**src/rtl/wwdt_pkg.sv**
```systemverilog
`timescale 1ns/1ps
package wwdt_pkg;

   // Open-window size codes; the reserved code behaves as fully open.
   typedef enum logic [1:0] {
      WIN_RSVD = 2'b00,
      WIN_HALF = 2'b01,
      WIN_3Q   = 2'b10,
      WIN_FULL = 2'b11
   } win_sel_e;

   // Outcome of one clock edge as seen by the guard logic.
   typedef enum logic [1:0] {
      EVT_NONE    = 2'b00,
      EVT_SERVICE = 2'b01,
      EVT_FAULT   = 2'b10
   } wd_evt_e;

endpackage

```
**src/rtl/wwdt_period.sv**
```systemverilog
`timescale 1ns/1ps
module wwdt_period #(
   parameter int unsigned SEL_W = 3,
   parameter int unsigned CNT_W = 16,
   parameter int unsigned EXP_TAB [2**SEL_W] = '{6, 7, 8, 9, 11, 13, 14, 16}
) (
   input  logic [SEL_W-1:0] sel,
   output logic [CNT_W-1:0] per_last,
   output logic [CNT_W-1:0] per_half,
   output logic [CNT_W-1:0] per_qtr,
   output logic [CNT_W-1:0] per_thr
);

   localparam int unsigned N_SEL = 2**SEL_W;

   logic [CNT_W-1:0] last_tab [N_SEL];
   logic [CNT_W-1:0] half_tab [N_SEL];
   logic [CNT_W-1:0] qtr_tab  [N_SEL];
   logic [CNT_W-1:0] thr_tab  [N_SEL];

   for (genvar g = 0; g < N_SEL; g++) begin : g_tab
      if (EXP_TAB[g] < 2 || EXP_TAB[g] > CNT_W) begin : g_bad_exp
         $error("wwdt_period: exponent entry outside 2..CNT_W");
      end
      localparam logic [CNT_W-1:0] LAST = CNT_W'((64'd1 << EXP_TAB[g]) - 64'd1);
      localparam logic [CNT_W-1:0] HALF = CNT_W'(64'd1 << (EXP_TAB[g] - 1));
      localparam logic [CNT_W-1:0] QTR  = CNT_W'(64'd1 << (EXP_TAB[g] - 2));
      assign last_tab[g] = LAST;
      assign half_tab[g] = HALF;
      assign qtr_tab[g]  = QTR;
      assign thr_tab[g]  = HALF + QTR;
   end

   assign per_last = last_tab[sel];
   assign per_half = half_tab[sel];
   assign per_qtr  = qtr_tab[sel];
   assign per_thr  = thr_tab[sel];

endmodule

```
**src/rtl/wwdt_window.sv**
```systemverilog
`timescale 1ns/1ps
module wwdt_window
   import wwdt_pkg::*;
#(
   parameter int unsigned CNT_W = 16
) (
   input  logic [CNT_W-1:0] cnt,
   input  logic [CNT_W-1:0] per_half,
   input  logic [CNT_W-1:0] per_qtr,
   input  logic [1:0]       win_sel,
   input  logic             win_en,
   output logic             win_open
);

   win_sel_e         mode;
   logic [CNT_W-1:0] closed_len;

   always_comb begin
      mode = win_sel_e'(win_sel);
      if (!win_en) mode = WIN_FULL;
      case (mode)
         WIN_HALF: closed_len = per_half;
         WIN_3Q:   closed_len = per_qtr;
         default:  closed_len = '0;
      endcase
   end

   assign win_open = (cnt >= closed_len);

endmodule

```
**src/rtl/wwdt_counter.sv**
```systemverilog
`timescale 1ns/1ps
module wwdt_counter #(
   parameter int unsigned CNT_W = 16
) (
   input  logic             clk,
   input  logic             rst_n,
   input  logic             restart,
   input  logic             freeze,
   input  logic [CNT_W-1:0] per_last,
   input  logic [CNT_W-1:0] per_thr,
   output logic [CNT_W-1:0] cnt,
   output logic             at_last,
   output logic             flag
);

   logic [CNT_W-1:0] cnt_inc;

   assign cnt_inc = cnt + 1'b1;
   assign at_last = (cnt >= per_last);

   always_ff @(posedge clk or negedge rst_n) begin
      if (!rst_n) begin
         cnt  <= '0;
         flag <= 1'b0;
      end else if (!freeze) begin
         if (restart) begin
            cnt  <= '0;
            flag <= 1'b0;
         end else begin
            cnt <= cnt_inc;
            if (cnt_inc == per_thr) flag <= 1'b1;
         end
      end
   end

endmodule

```
**src/rtl/wwdt_guard.sv**
```systemverilog
`timescale 1ns/1ps
module wwdt_guard
   import wwdt_pkg::*;
#(
   parameter int unsigned KEY_W    = 8,
   parameter int unsigned KEY      = 8'hAC,
   parameter bit          HOLD_RST = 1'b0
) (
   input  logic             clk,
   input  logic             rst_n,
   input  logic             wr_en,
   input  logic [KEY_W-1:0] wr_data,
   input  logic             win_open,
   input  logic             at_last,
   output logic             restart,
   output logic             freeze,
   output logic             first_pend,
   output logic             rst_req
);

   localparam logic [KEY_W-1:0] KEY_V = KEY_W'(KEY);

   logic    live;
   logic    key_ok;
   logic    rst_q;
   wd_evt_e evt;

   assign key_ok = (wr_data == KEY_V);

   always_comb begin
      evt = EVT_NONE;
      if (live) begin
         if (wr_en && key_ok && (first_pend || win_open)) evt = EVT_SERVICE;
         else if (wr_en || at_last)                        evt = EVT_FAULT;
      end
   end

   assign restart = (evt != EVT_NONE);

   always_ff @(posedge clk or negedge rst_n) begin
      if (!rst_n)                  first_pend <= 1'b1;
      else if (evt == EVT_FAULT)   first_pend <= 1'b1;
      else if (evt == EVT_SERVICE) first_pend <= 1'b0;
   end

   if (HOLD_RST) begin : g_hold
      always_ff @(posedge clk or negedge rst_n) begin
         if (!rst_n)                rst_q <= 1'b0;
         else if (evt == EVT_FAULT) rst_q <= 1'b1;
      end
      assign live   = ~rst_q;
      assign freeze = rst_q;
   end else begin : g_pulse
      always_ff @(posedge clk or negedge rst_n) begin
         if (!rst_n) rst_q <= 1'b0;
         else        rst_q <= (evt == EVT_FAULT);
      end
      assign live   = 1'b1;
      assign freeze = 1'b0;
   end

   assign rst_req = rst_q;

endmodule

```
**src/rtl/win_watchdog.sv**
```systemverilog
`timescale 1ns/1ps
module win_watchdog #(
   parameter int unsigned SEL_W    = 3,
   parameter int unsigned CNT_W    = 16,
   parameter int unsigned KEY_W    = 8,
   parameter int unsigned KEY      = 8'hAC,
   parameter bit          HOLD_RST = 1'b0,
   parameter int unsigned EXP_TAB [2**SEL_W] = '{6, 7, 8, 9, 11, 13, 14, 16}
) (
   input  logic             clk,
   input  logic             rst_n,
   input  logic [SEL_W-1:0] cfg_ovf_sel,
   input  logic [1:0]       cfg_win_sel,
   input  logic             cfg_win_en,
   input  logic             wr_en,
   input  logic [KEY_W-1:0] wr_data,
   output logic             rst_req,
   output logic             intv_flag
);

   if (KEY_W < 1 || KEY_W > 32) begin : g_bad_keyw
      $error("win_watchdog: KEY_W must be 1..32");
   end
   if (KEY_W < 32 && KEY >= (64'd1 << KEY_W)) begin : g_bad_key
      $error("win_watchdog: KEY does not fit KEY_W");
   end

   logic [CNT_W-1:0] per_last, per_half, per_qtr, per_thr;
   logic [CNT_W-1:0] cnt_q;
   logic             at_last, win_open;
   logic             do_restart, do_freeze, first_pend;

   wwdt_period #(.SEL_W(SEL_W), .CNT_W(CNT_W), .EXP_TAB(EXP_TAB)) u_period (
      .sel      (cfg_ovf_sel),
      .per_last (per_last),
      .per_half (per_half),
      .per_qtr  (per_qtr),
      .per_thr  (per_thr)
   );

   wwdt_window #(.CNT_W(CNT_W)) u_window (
      .cnt      (cnt_q),
      .per_half (per_half),
      .per_qtr  (per_qtr),
      .win_sel  (cfg_win_sel),
      .win_en   (cfg_win_en),
      .win_open (win_open)
   );

   wwdt_counter #(.CNT_W(CNT_W)) u_counter (
      .clk      (clk),
      .rst_n    (rst_n),
      .restart  (do_restart),
      .freeze   (do_freeze),
      .per_last (per_last),
      .per_thr  (per_thr),
      .cnt      (cnt_q),
      .at_last  (at_last),
      .flag     (intv_flag)
   );

   wwdt_guard #(.KEY_W(KEY_W), .KEY(KEY), .HOLD_RST(HOLD_RST)) u_guard (
      .clk        (clk),
      .rst_n      (rst_n),
      .wr_en      (wr_en),
      .wr_data    (wr_data),
      .win_open   (win_open),
      .at_last    (at_last),
      .restart    (do_restart),
      .freeze     (do_freeze),
      .first_pend (first_pend),
      .rst_req    (rst_req)
   );

endmodule

```
**config.mk**
```make
export PLATFORM = sky130hd
export DESIGN_NAME = win_watchdog
export DESIGN_NICKNAME = d
export VERILOG_FILES = /design/src/rtl/wwdt_pkg.sv /design/src/rtl/wwdt_period.sv /design/src/rtl/wwdt_window.sv /design/src/rtl/wwdt_counter.sv /design/src/rtl/wwdt_guard.sv /design/src/rtl/win_watchdog.sv
export SDC_FILE = /design/constraint.sdc
export NUM_CORES = 1
export LEC_CHECK = 0
export BUFFER_PORTS_ARGS = -buffer_cell sky130_fd_sc_hd__clkbuf_2
export CAP_MARGIN = 0
export CORE_UTILIZATION = 28
export DETAILED_ROUTE_END_ITERATION = 8
export PLACE_DENSITY = 0.52
export SYNTH_ARGS = -nofsm -noshare
export SYNTH_HDL_FRONTEND = slang
export SYNTH_SLANG_ARGS = --single-unit
```
**constraint.sdc**
```tcl
create_clock -name clk -period 5.1 [get_ports clk]
set_input_delay 0.51 -clock clk [delete_from_list [all_inputs] [get_ports clk]]
set_output_delay 0.51 -clock clk [all_outputs]
set_load 0.05 [all_outputs]
```
==> reports/results.ini <==
[yosys]
syn_area_um2 = 2070
synth_cell_types = 53
synth_top_area_cell = dfrtp_1
synth.area.top_cells = dfrtp_1 (22%), ha_1 (19%), nor2_1 (5.2%)
syn_avg_cell_area_um2 = 8.20
synthesis.nets = 301
syn_inst = 253
ys_seq_area_share_pct = 23.0
synth-edff-count = 0
synth_top_area_share_pct = 21.7
yosysMostFrequentCell = ha_1
synth_ff_type = dfrtp_1
synthArstFlopShare_pct = 100
synth_seq_cells = 19
yosysWarnings = 0
netlist_top_cells_count = ha_1 (31), nor2_1 (29), nand2_1 (25)

[sta]
tightestPinTransition_ns = 0.542
whs_ns = 0.212
fin_crit_sh_pct = 55.9
setup-tns-final_ns = 0
finClkSkew_ns = 0.00143
finalWorstSetupSlack_ns = 2.25
min_period_ns = 2.85
maxSlewHeadroom_pct = 63.9
finalSetupViolCount = 0
rsz0062_at_grt = no
fmax_mhz = 351
finalHoldViolCount = 0
slew_viol_final = 0

[die]
boundaryPins = 19
core-area_um2 = 7210
dieHeight_um = 88.1
start_util_pct = 28.8
dieArea_um2 = 7760
num_rows = 31
chipWidth_um = 88.1

[place]
gp_congestion = 0.896
pre_cts_ws_ns = 2.02
io_buffers = 18
place_inst = 361
dp_hpwl_um = 4170

[power]
ir_drop_mv = 0.0728
power.total_uw = 330
p_per_area_nw_per_um2 = 145
p_leak_uw = 0.000982

[global_routing]
grt_pass1_wl_um = 8900
grt_max_degree = 20
antenna_found_initial = 0
grt_pass1_vias = 1815
grt_usage_pct = 15.0
grt-ovfl-total = 0

[cts]
clk_latency_ns = 0.26
cts_made_buffers = 3
clkTransAtPathRegs_ns = 0.08
cts-resized-gates = 0
cts_buffer_depth = 2
hold_buffers = 0
cts_sinks = 19
cts_tree = done
cts-root-buf = clkbuf_8
postCtsSetupBuffers = 0
htreeDepth = 1

[setup_path]
crit_path_frequent_cell = ha_1
r2r-start = u_counter.cnt[5]$_DFF_PN0_
cpMaxStageDelayCell = and2_1
crit_buf_inv = 2
cp-start-kind = primary input
crit_fanout = 7
critPathCaptureType = register
max_stage_delay_ns = 0.34
rr_worst_depth = 7
cp_top_family = simple AND/OR/NAND/NOR gates
r2r_end = u_counter.flag$_DFFE_PN0P_
worstPathRequired_ns = 5.27
path_cells = clkbuf_2 -> ha_1 -> and2_1 -> inv_1 -> ha_1 -> a21o_1 -> a211oi_1 -> and3_1 -> nand4_1 -> o32ai_2
worst-path-stages = 10
cp.arrival_ns = 3.02
path_class = in -> reg
ff2ff_setup_slack_ns = 2.48

[route]
wl_per_cell_um = 14.7
ant_nets = 0
first_iter_violations = 118
firstDrtPassIters = 4
drc_errors = 0
routed_wl_um = 5370
routed_via_density = 5.15
dr_total_vias = 1878

[layout]
antenna_cells = 0
multi_input_area_um2 = 1490
nFillCells = 807
fin_nets = 315
areaGrowthSynthToFinish_pct = 9.59
drive_gt1_share_pct = 12.8
ff_latch_area_um2 = 477
final_cell_count_no_fill = 365

[outcome]
status = complete, no violations

[worst_hold_path]
min_path_type = in -> async

[job]
drv_cap = 0

==> metrics by stage <==
stage                     util (%)  instance area (um^2)
after floorplan                  -                  2070
after global placement        30.9                  2230
after detailed placement      30.9                  2230
after CTS                     31.5                  2270
after global routing          31.5                  2270
final                         31.5                  2270
==> cell type report <==
type / instances / area share (%)
timing repair buffer: 18 / 3.96
tap: 99 / 5.45
sequential: 19 / 21.0
clock inverter: 1 / 0.220
inverter: 12 / 1.98
multi-input combinational: 213 / 65.6
clock buffer: 3 / 1.82
==> worst max-delay path by stage <==
| stage | slack [ns] | startpoint | end |
|---|---|---|---|
| 2_1_floorplan | 2.63 | cfg_ovf_sel[0] | u_counter.flag$_DFFE_PN0P_ |
| 5_1_grt | 2.08 | cfg_ovf_sel[1] | u_counter.flag$_DFFE_PN0P_ |
| 3_3_place_gp | 2.00 | cfg_ovf_sel[1] | u_counter.flag$_DFFE_PN0P_ |
| 6_report | 2.25 | cfg_ovf_sel[1] | u_counter.flag$_DFFE_PN0P_ |
| 4_1_cts | 2.27 | cfg_ovf_sel[1] | u_counter.flag$_DFFE_PN0P_ |
| 3_5_place_dp | 2.02 | cfg_ovf_sel[1] | u_counter.flag$_DFFE_PN0P_ |
==> report_power, final <==
part | internal [uW] | switching [uW]
clock network | 54.5 | 56.3
registers | 153 | 3.26
logic | 24.5 | 38.6
==> routing by layer <==
metal  global-route usage, %  wire (um)  share of wire [%]  vias to the layer above
met5                       0          0                  0                        -
met3                    1.98        191                3.6                        7
met4                    4.25         72                1.3                        0
li1                        -          -                  -                      933
met1                    21.5       2730                 51                      893
met2                    23.4       2370                 44                       45
==> logic make-up (layout without fill, tap and decap cells) <==
logic type / after synthesis / after routing / share of synthesized area, %
and+or+nand+nor: 121 / 121 / 30.9
AOI/OAI and AO/OA: 42 / 42 / 14.2
DFF: 19 / 19 / 23.0
buffers and inverters: 21 / 34 / 5.13
muxes: 1 / 1 / 0.483
xor gates and xnor gates: 18 / 18 / 7.60
adders and majority gates: 31 / 31 / 18.7
==> placed cells by master (no fill, tap or decap), types with 2 or more instances in the layout <==
cell type and instances:
clkbuf_8 3, inv_1 11, nor2_2 2, nand2b_1 6, nand4b_1 5, o21a_1 3
ha_1 31, nand2_1 25, a21oi_1 9, xor2_1 9, o2111ai_1 3, a211oi_1 2
and2_1 4, clkbuf_2 18, nand4_1 7, or3_1 2, a31oi_1 3, nor2b_1 6
nor3_1 9, dfrtp_1 18, o211ai_1 2, nor4_1 2, a21o_1 2, a22o_1 3
nor2_1 29, and3_1 2, nand3_1 12, o21ai_0 7, xnor2_1 9
==> sequential cells by signal (all words and copies together) (netlist names) <==
name	count
u_counter.cnt	16
u_counter.flag	1
u_guard.first_pend	1
u_guard.rst_req	1
No activity file was read; power rests on OpenSTA's default activity.
